$ cat src/rtl/fan_duty_ctrl.sv
module fan_duty_ctrl #(
  parameter int TW = 8,
  parameter int CW = 16,
  parameter int DW = 8,
  parameter int HW = 8
) (
  input  logic                 clk,
  input  logic                 rst_n,
  input  logic                 tick,
  input  logic                 speed_mode,
  input  logic [TW-1:0]        temp,
  input  logic [TW-1:0]        bnd_lo,
  input  logic [TW-1:0]        bnd_mid,
  input  logic [TW-1:0]        bnd_hi,
  input  logic [5:0][CW-1:0]   zone_cnt,
  input  logic [CW-1:0]        speed_cnt,
  input  logic [CW-1:0]        meas_cnt,
  input  logic                 meas_vld,
  input  logic [DW-1:0]        start_duty,
  input  logic [HW-1:0]        hold_ticks,
  input  logic [HW-1:0]        fault_ticks,
  output logic [DW-1:0]        duty,
  output logic                 fan_fault
);
  localparam logic [DW-1:0] DMAX = '1;
  localparam logic [DW-1:0] DONE = DW'(1);

  typedef enum logic [1:0] {RUN, STOP_HOLD, START_HOLD} st_t;

  st_t          st;
  logic [HW-1:0] hcnt, fcnt;
  logic          slow;

  logic [TW:0]   sum_a, sum_b;
  logic [TW-1:0] mid_a, mid_b;
  logic [2:0]    zone;
  logic [CW-1:0] tgt;
  logic          force_off, force_full, faster, slower;
  logic [DW-1:0] start_eff;

  assign sum_a = {1'b0, bnd_lo} + {1'b0, bnd_mid};
  assign sum_b = {1'b0, bnd_mid} + {1'b0, bnd_hi};
  assign mid_a = sum_a[TW:1];
  assign mid_b = sum_b[TW:1];

  assign zone = {2'b0, temp > bnd_lo} + {2'b0, temp > mid_a} + {2'b0, temp > bnd_mid}
              + {2'b0, temp > mid_b} + {2'b0, temp > bnd_hi};

  assign tgt        = speed_mode ? speed_cnt : zone_cnt[zone];
  assign force_off  = &tgt;
  assign force_full = ~|tgt;
  assign slower     = meas_cnt > tgt;
  assign faster     = meas_cnt < tgt;
  assign start_eff  = (start_duty == '0) ? DONE : start_duty;

  always_ff @(posedge clk) begin
    if (!rst_n) begin
      duty <= DMAX;
      st   <= RUN;
      hcnt <= '0;
    end else if (force_off) begin
      duty <= '0;
      st   <= RUN;
    end else if (force_full) begin
      duty <= DMAX;
      st   <= RUN;
    end else if (st != RUN) begin
      if (hcnt == hold_ticks) st <= RUN;
      else if (tick)          hcnt <= hcnt + HW'(1);
    end else if (meas_vld) begin
      if (slower) begin
        if (duty == '0) begin
          duty <= start_eff;
          st   <= START_HOLD;
          hcnt <= '0;
        end else if (duty != DMAX) begin
          duty <= duty + DONE;
        end
      end else if (faster) begin
        if (duty == DONE) begin
          duty <= '0;
          st   <= STOP_HOLD;
          hcnt <= '0;
        end else if (duty != '0) begin
          duty <= duty - DONE;
        end
      end
    end
  end

  always_ff @(posedge clk) begin
    if (!rst_n) begin
      slow <= 1'b0;
      fcnt <= '0;
    end else begin
      if (meas_vld) slow <= slower;
      if (duty == DMAX && slow) begin
        if (tick && fcnt != fault_ticks) fcnt <= fcnt + HW'(1);
      end else begin
        fcnt <= '0;
      end
    end
  end

  assign fan_fault = (duty == DMAX) && slow && (fcnt == fault_ticks);
endmodule


$ cat config.mk
export PLATFORM = sky130hd
export DESIGN_NAME = fan_duty_ctrl
export DESIGN_NICKNAME = d
export VERILOG_FILES = /design/src/rtl/fan_duty_ctrl.sv
export SDC_FILE = /design/constraint.sdc
export NUM_CORES = 1
export LEC_CHECK = 0
export BUFFER_PORTS_ARGS = -buffer_cell sky130_fd_sc_hd__buf_4
export CAP_MARGIN = 0
export CORE_MARGIN = 2
export CORE_UTILIZATION = 51
export DETAILED_ROUTE_END_ITERATION = 8
export PLACE_DENSITY_LB_ADDON = 0.12
export RECOVER_POWER = 100
export SYNTH_ARGS = -nofsm -noshare
export SYNTH_HDL_FRONTEND = slang
export SYNTH_SLANG_ARGS = --single-unit
$ cat constraint.sdc
create_clock -name clk -period 8.9 [get_ports clk]
set_input_delay 0.89 -clock clk [delete_from_list [all_inputs] [get_ports clk]]
set_output_delay 0.89 -clock clk [all_outputs]
set_load 0.02 [all_outputs]
; ---- Word-level counts from Yosys, hierarchy flattened
; Index checks and enable logic that the tools add are counted.
[op_classes]
n_eq_ne = 15
n_lt_le_gt_ge = 8
n_bitwise = 3
mux = 29
reduce_logical = 17
addsub = 10
[ops]
columns = op, count
row1 = $mux W8, 19
row2 = $bmux W16 S3, 1
row3 = $gt A8 B8 Y1, 5
row4 = $mux W16, 2
row5 = $add A8 B1 Y8 const B, 3
row6 = $add A8 B8 Y9, 2
row7 = $eq A8 B8 Y1, 2
row8 = $gt A16 B16 Y1, 1
row9 = $logic_not A8 Y1, 2
row10 = $lt A16 B16 Y1, 1
row11 = $reduce_and A16 Y1, 1
row12 = $reduce_or A16 Y1, 1
row13 = $mux W2, 7
row14 = $ne A5 B3 Y1 const B, 2
row15 = $reduce_and A5 Y1, 2
row16 = $eq A8 B1 Y1 const B, 1
row17 = $eq A8 B8 Y1 const B, 1
row18 = $ne A8 B8 Y1, 1
row19 = $ne A8 B8 Y1 const B, 1
row20 = $reduce_and A8 Y1, 1
row21 = $reduce_bool A8 Y1, 1
row22 = $sub A8 B1 Y8 const B, 1
row23 = $add A3 B1 Y3, 2
row24 = $ne A3 B3 Y1 const B, 2
row25 = other kinds (13), 20
[word_totals]
regBits = 27
output_inout_bits = 9

; ---- Depth between registers and ports, before layout
[logic_depth]
depth_word = 16
mapped_depth = 35
ltp_nobuf = 30

; ---- Worst setup path before layout
; OpenSTA, ideal clock, no wires.
[synth_path]
kind = in2reg
from = input port bnd_lo[1]
to = register duty[6]
arrival_time_ps = 7094
required_time_ps = 8768
path_buffers = 5
path_stages = 33
slack_ps = 1674
path_cell_list = ha_1 a31o_2 a21oi_1 o21bai_1 a21oi_1 o21bai_1 a21oi_1 xor2_1 ha_1 a21o_1 a21oi_1 o21ai_0 o31a_1 fa_1 inv_1 fa_1 inv_1 ha_1 buf_2 nand2b_1 buf_2 buf_4 o31ai_1 a21oi_2 ha_1 nand4_1 a2111o_1 a31oi_1 buf_2 buf_2 nand2_1 a311oi_1 o21ai_1
[synth_between]
elab_chain_cells = 15
elab_cells_between_ends = 25
classes_between = add/sub (5) / order compare (4) / eq/ne (5) / mux (8) / reduce/logical (3)
[synth_lines]
columns = item, line
row1 = from (decl), 12  ; input logic [TW-1:0] bnd_lo,
row2 = $add A8 B8 Y9, 41  ; assign sum_a = {1'b0, bnd_lo} + {1'b0, bnd_mid};
row3 = $gt A8 B8 Y1, 46  ; assign zone = {2'b0, temp > bnd_lo} + {2'b0, temp > mid_a} + {2'b0, temp > bnd_mid}
row4 = $add A1 B1 Y2 *, 46
row5 = $add A2 B1 Y3 *, 46
row6 = $add A3 B1 Y3 * (2 in series), 47  ; + {2'b0, temp > mid_b} + {2'b0, temp > bnd_hi};
row7 = $bmux W16 S3 *, 49  ; assign tgt = speed_mode ? speed_cnt : zone_cnt[zone];
row8 = $mux W16 (implied by the code) *, 49
row9 = $mux W16 *, 49
row10 = $gt A16 B16 Y1, 52  ; assign slower = meas_cnt > tgt;
row11 = $mux W8, 71  ; if (slower) begin
row12 = $mux W8, 70  ; end else if (meas_vld) begin
row13 = $mux W8, 67  ; end else if (st != RUN) begin
row14 = $mux W8, 64  ; end else if (force_full) begin
row15 = $mux W8, 61  ; end else if (force_off) begin
row16 = to (signal assigned), 73  ; duty <= start_eff;
row17 = to (signal assigned), 77  ; duty <= duty + DONE;
row18 = to (signal assigned), 85  ; duty <= duty - DONE;
row19 = to (decl), 22  ; output logic [DW-1:0] duty,
; Every way passes the cells marked *; elsewhere a longest branch is shown, timed or not. The select of a mux whose other input is x is not followed.
; A chain may end at the register's enable or synchronous reset.

; ---- Final worst setup path
[layout_path]
from = input port bnd_mid[1]
to = register duty[3]
[layout_between]
elab_chain_cells = 15
elab_cells_between_ends = 27
classes_between = add/sub (6) / order compare (5) / eq/ne (5) / mux (8) / reduce/logical (3)
[layout_lines]
columns = item, line
row1 = from (decl), 13  ; input logic [TW-1:0] bnd_mid,
row2 = $add A8 B8 Y9, 41
row3 = $gt A8 B8 Y1, 46
row4 = $add A1 B1 Y2, 46
row5 = $add A2 B1 Y3, 46
row6 = $add A3 B1 Y3 * (2 in series), 47
row7 = $bmux W16 S3 *, 49
row8 = $mux W16 (implied by the code) *, 49
row9 = $mux W16 *, 49
row10 = $gt A16 B16 Y1, 52
row11 = $mux W8, 71
row12 = $mux W8, 70
row13 = $mux W8, 67
row14 = $mux W8, 64
row15 = $mux W8, 61
; Marks and branches as above.

==> impl_metrics.py <==
metrics = {
    "cts": {
        "clock_latency_ps": 290,
        "cts_resized": 0,
        "cts.clk_slew.worst_paths_ps": 100,
        "clockRootBuffer": "clkbuf_8",
        "cts_max_path_buffers": 2,
        "cts_setup_buffers": 0,
        "cts.htree.levels": 1,
        "numCtsBuffers": 3,
        "holdBufCountCts": 0,
        "clock-sinks": 27,
        "cts_tree": "done",
    },
    "worst_setup_path": {
        "cp_slowest_cell": "fa_2",
        "cpPeakStageDelay_ps": 900,
        "cp.required_ps": 9120,
        "cp-end-kind": "flip-flop",
        "path_class": "primary input to flip-flop",
        "start_kind": "primary input",
        "worst_path_most_repeated_cell": "a21oi_1",
        "worst-path-max-fanout": 16,
        "worstPathArrival_ps": 8210,
    },
    "pwr": {
        "leakagePower_nw": 3.06,
        "p_total_mw": 1.13,
        "ir_drop_uv": 139,
        "cellPowerDensity_nw_per_um2": 177,
    },
    "routing": {
        "drt_iter0_drc": 162,
        "drt_pre_antenna_iters": 5,
        "drt-total-wl_mm": 14.6,
        "via_per_inst": 5.73,
        "routedWlPerCell_um": 16.2,
        "drtAntennaViolNets": 0,
        "drc_errors": 0,
        "vias": 5163,
    },
    "sta": {
        "slew_headroom": 0.504,
        "rsz0062_at_grt": "no",
        "slew_viol_final": 0,
        "whs_ps": 506,
        "final_hold_viol_count": 0,
        "skew_ps": 1.94,
        "fin_ws_ps": 914,
        "period_share": 0.897,
        "max_freq_mhz": 125,
        "period_needed_ps": 7990,
        "tns_ps": 0,
        "tightest_slew_ps": 742,
        "finalSetupViolCount": 0,
    },
    "synth": {
        "synth_warnings": 0,
        "seq_area_frac_synth": 0.111,
        "synth_top_area_share": 0.195,
        "postSynth.asyncResetShare": 0,
        "synthCells": 593,
        "yosys-top-cells-area": "ha_1 20%, dfxtp_1 11%, mux4_2 7.4%",
        "synth_area_leader_cell": "ha_1",
        "yosysUniqueCellTypes": 58,
        "synthesis.nets": 862,
        "syn_area_um2": 4870,
        "syn_avg_cell_area_um2": 8.22,
        "synth_ff_type": "dfxtp_1",
        "synth_seq_cells": 27,
        "synth_edf_count": 0,
    },
    "global_routing": {
        "antenna_found_initial": 0,
        "grt_max_degree": 34,
        "grt_first_pass_wirelength_mm": 23.2,
        "grt_pass1_vias": 5139,
        "grt_overflow": 0,
        "grt.total_usage": 0.274,
    },
    "floorplanning": {
        "core_region_area_um2": 9240,
        "io_pins": 198,
        "dieWidth_um": 102,
        "dieArea_um2": 10400,
        "dieHeight_um": 102,
        "initial_core_util": 0.528,
        "row_count": 35,
    },
    "layout": {
        "syn_to_final_growth_pct": 31.4,
        "fin_util": 0.693,
        "finalNetCount": 1042,
        "fillers": 760,
        "layout-drive-gt1-share": 0.304,
        "stdcell_count": 901,
        "final_cell_mix": "189 x buf_4, 76 x ha_1, 45 x a21oi_1, 45 x nand2_1, 38 x inv_1",
        "antenna_cells": 0,
        "stdcell_area_um2": 6410,
        "final_common_cell": "buf_4",
    },
    "place": {
        "preCtsSetupSlack_ps": 785,
        "dp_hpwl_mm": 12.5,
        "gp_congestion": 0.904,
        "port_buffers": 197,
        "place_area_um2": 6410,
        "dp_cells": 897,
    },
    "min_path": {
        "hp-class": "flip-flop to flip-flop",
    },
    "flow_run": {
        "maxCapViolCount": 0,
    },
    "run_status": {
        "outcome": "finished clean",
    },
}
sequential cells by signal, summed over array words and instances, names as in the netlist:
signal,cells
st,2
fcnt,8
hcnt,8
slow,1
duty,8
logic make-up after synthesis:
kind of cell / after synthesis / synth area share
flops: 27 / 0.111
fa+ha+maj: 80 / 0.211
compound gates: 150 / 0.208
mux: 40 / 0.123
simple gates: 189 / 0.211
buf+inv: 65 / 0.0606
xor+xnor: 42 / 0.0755
report_power, final:
group / switching (mW) / internal (mW) / total [mW] / leakage, nW
Clock: 0.0443 / 0.0320 / 0.0763 / 0.0217
Sequential: 0.0346 / 0.138 / 0.172 / 0.220
Combinational: 0.463 / 0.422 / 0.885 / 2.82
final timing paths:
| path | slack (ps) | cells past startpoint | end | startpoint |
|---|---|---|---|---|
| worst min-delay path | 510 | 2 | st[1]$_SDFFE_PP0P_ | st[1]$_SDFFE_PP0P_ |
| worst max register to register | 6300 | 8 | duty[6]$_SDFFE_PN1P_ | duty[0]$_SDFFE_PN1P_ |
| worst max-delay path | 910 | 31 | duty[3]$_SDFFE_PN1P_ | bnd_mid[1] |
| worst min register to register | 510 | 2 | st[1]$_SDFFE_PP0P_ | st[1]$_SDFFE_PP0P_ |
synth_stat cells (6+ instances only):
cell	n
ha_1	76
a21oi_1	45
nand2_1	45
inv_1	38
nor2_1	29
dfxtp_1	27
xor2_1	25
mux2i_1	24
nand3_1	24
o21ai_0	21
xnor2_1	17
mux4_2	16
nor4_1	16
o31ai_1	16
nand4_1	14
and3_1	13
clkbuf_1	13
nor2b_1	12
a21oi_2	10
a31oi_1	9
and2_1	8
buf_2	8
nand2b_1	8
o21bai_1	8
a21o_1	7
nor3_1	6
o2bb2ai_1	6
routing by layer:
layer / vias up / wire length, um / track usage
met5: - / 0 / 0
met4: 0 / 324 / 0.0728
met3: 31 / 708 / 0.0200
met2: 192 / 7500 / 0.503
met1: 2375 / 6040 / 0.345
li1: 2565 / - / -
worst max-delay path, delay by kind of cell:
family          cells  cell delay (ps)
compound gates     16             3230
buf+inv             5             1090
simple gates        1              120
fa+ha+maj           5             2120
mux                 3              570
xor+xnor            1              160
layout make-up:
cell class	count	area, um^2	share of cell area
timing repair buffer	202	1470	0.230
inverter	38	143	0.0223
sequential	27	541	0.0844
multi-input combinational	501	4040	0.631
clock buffer	3	41.3	0.00644
tap	129	161	0.0252
clock inverter	1	7.51	0.00117
Note: power is estimated with default switching activity, not from simulation.
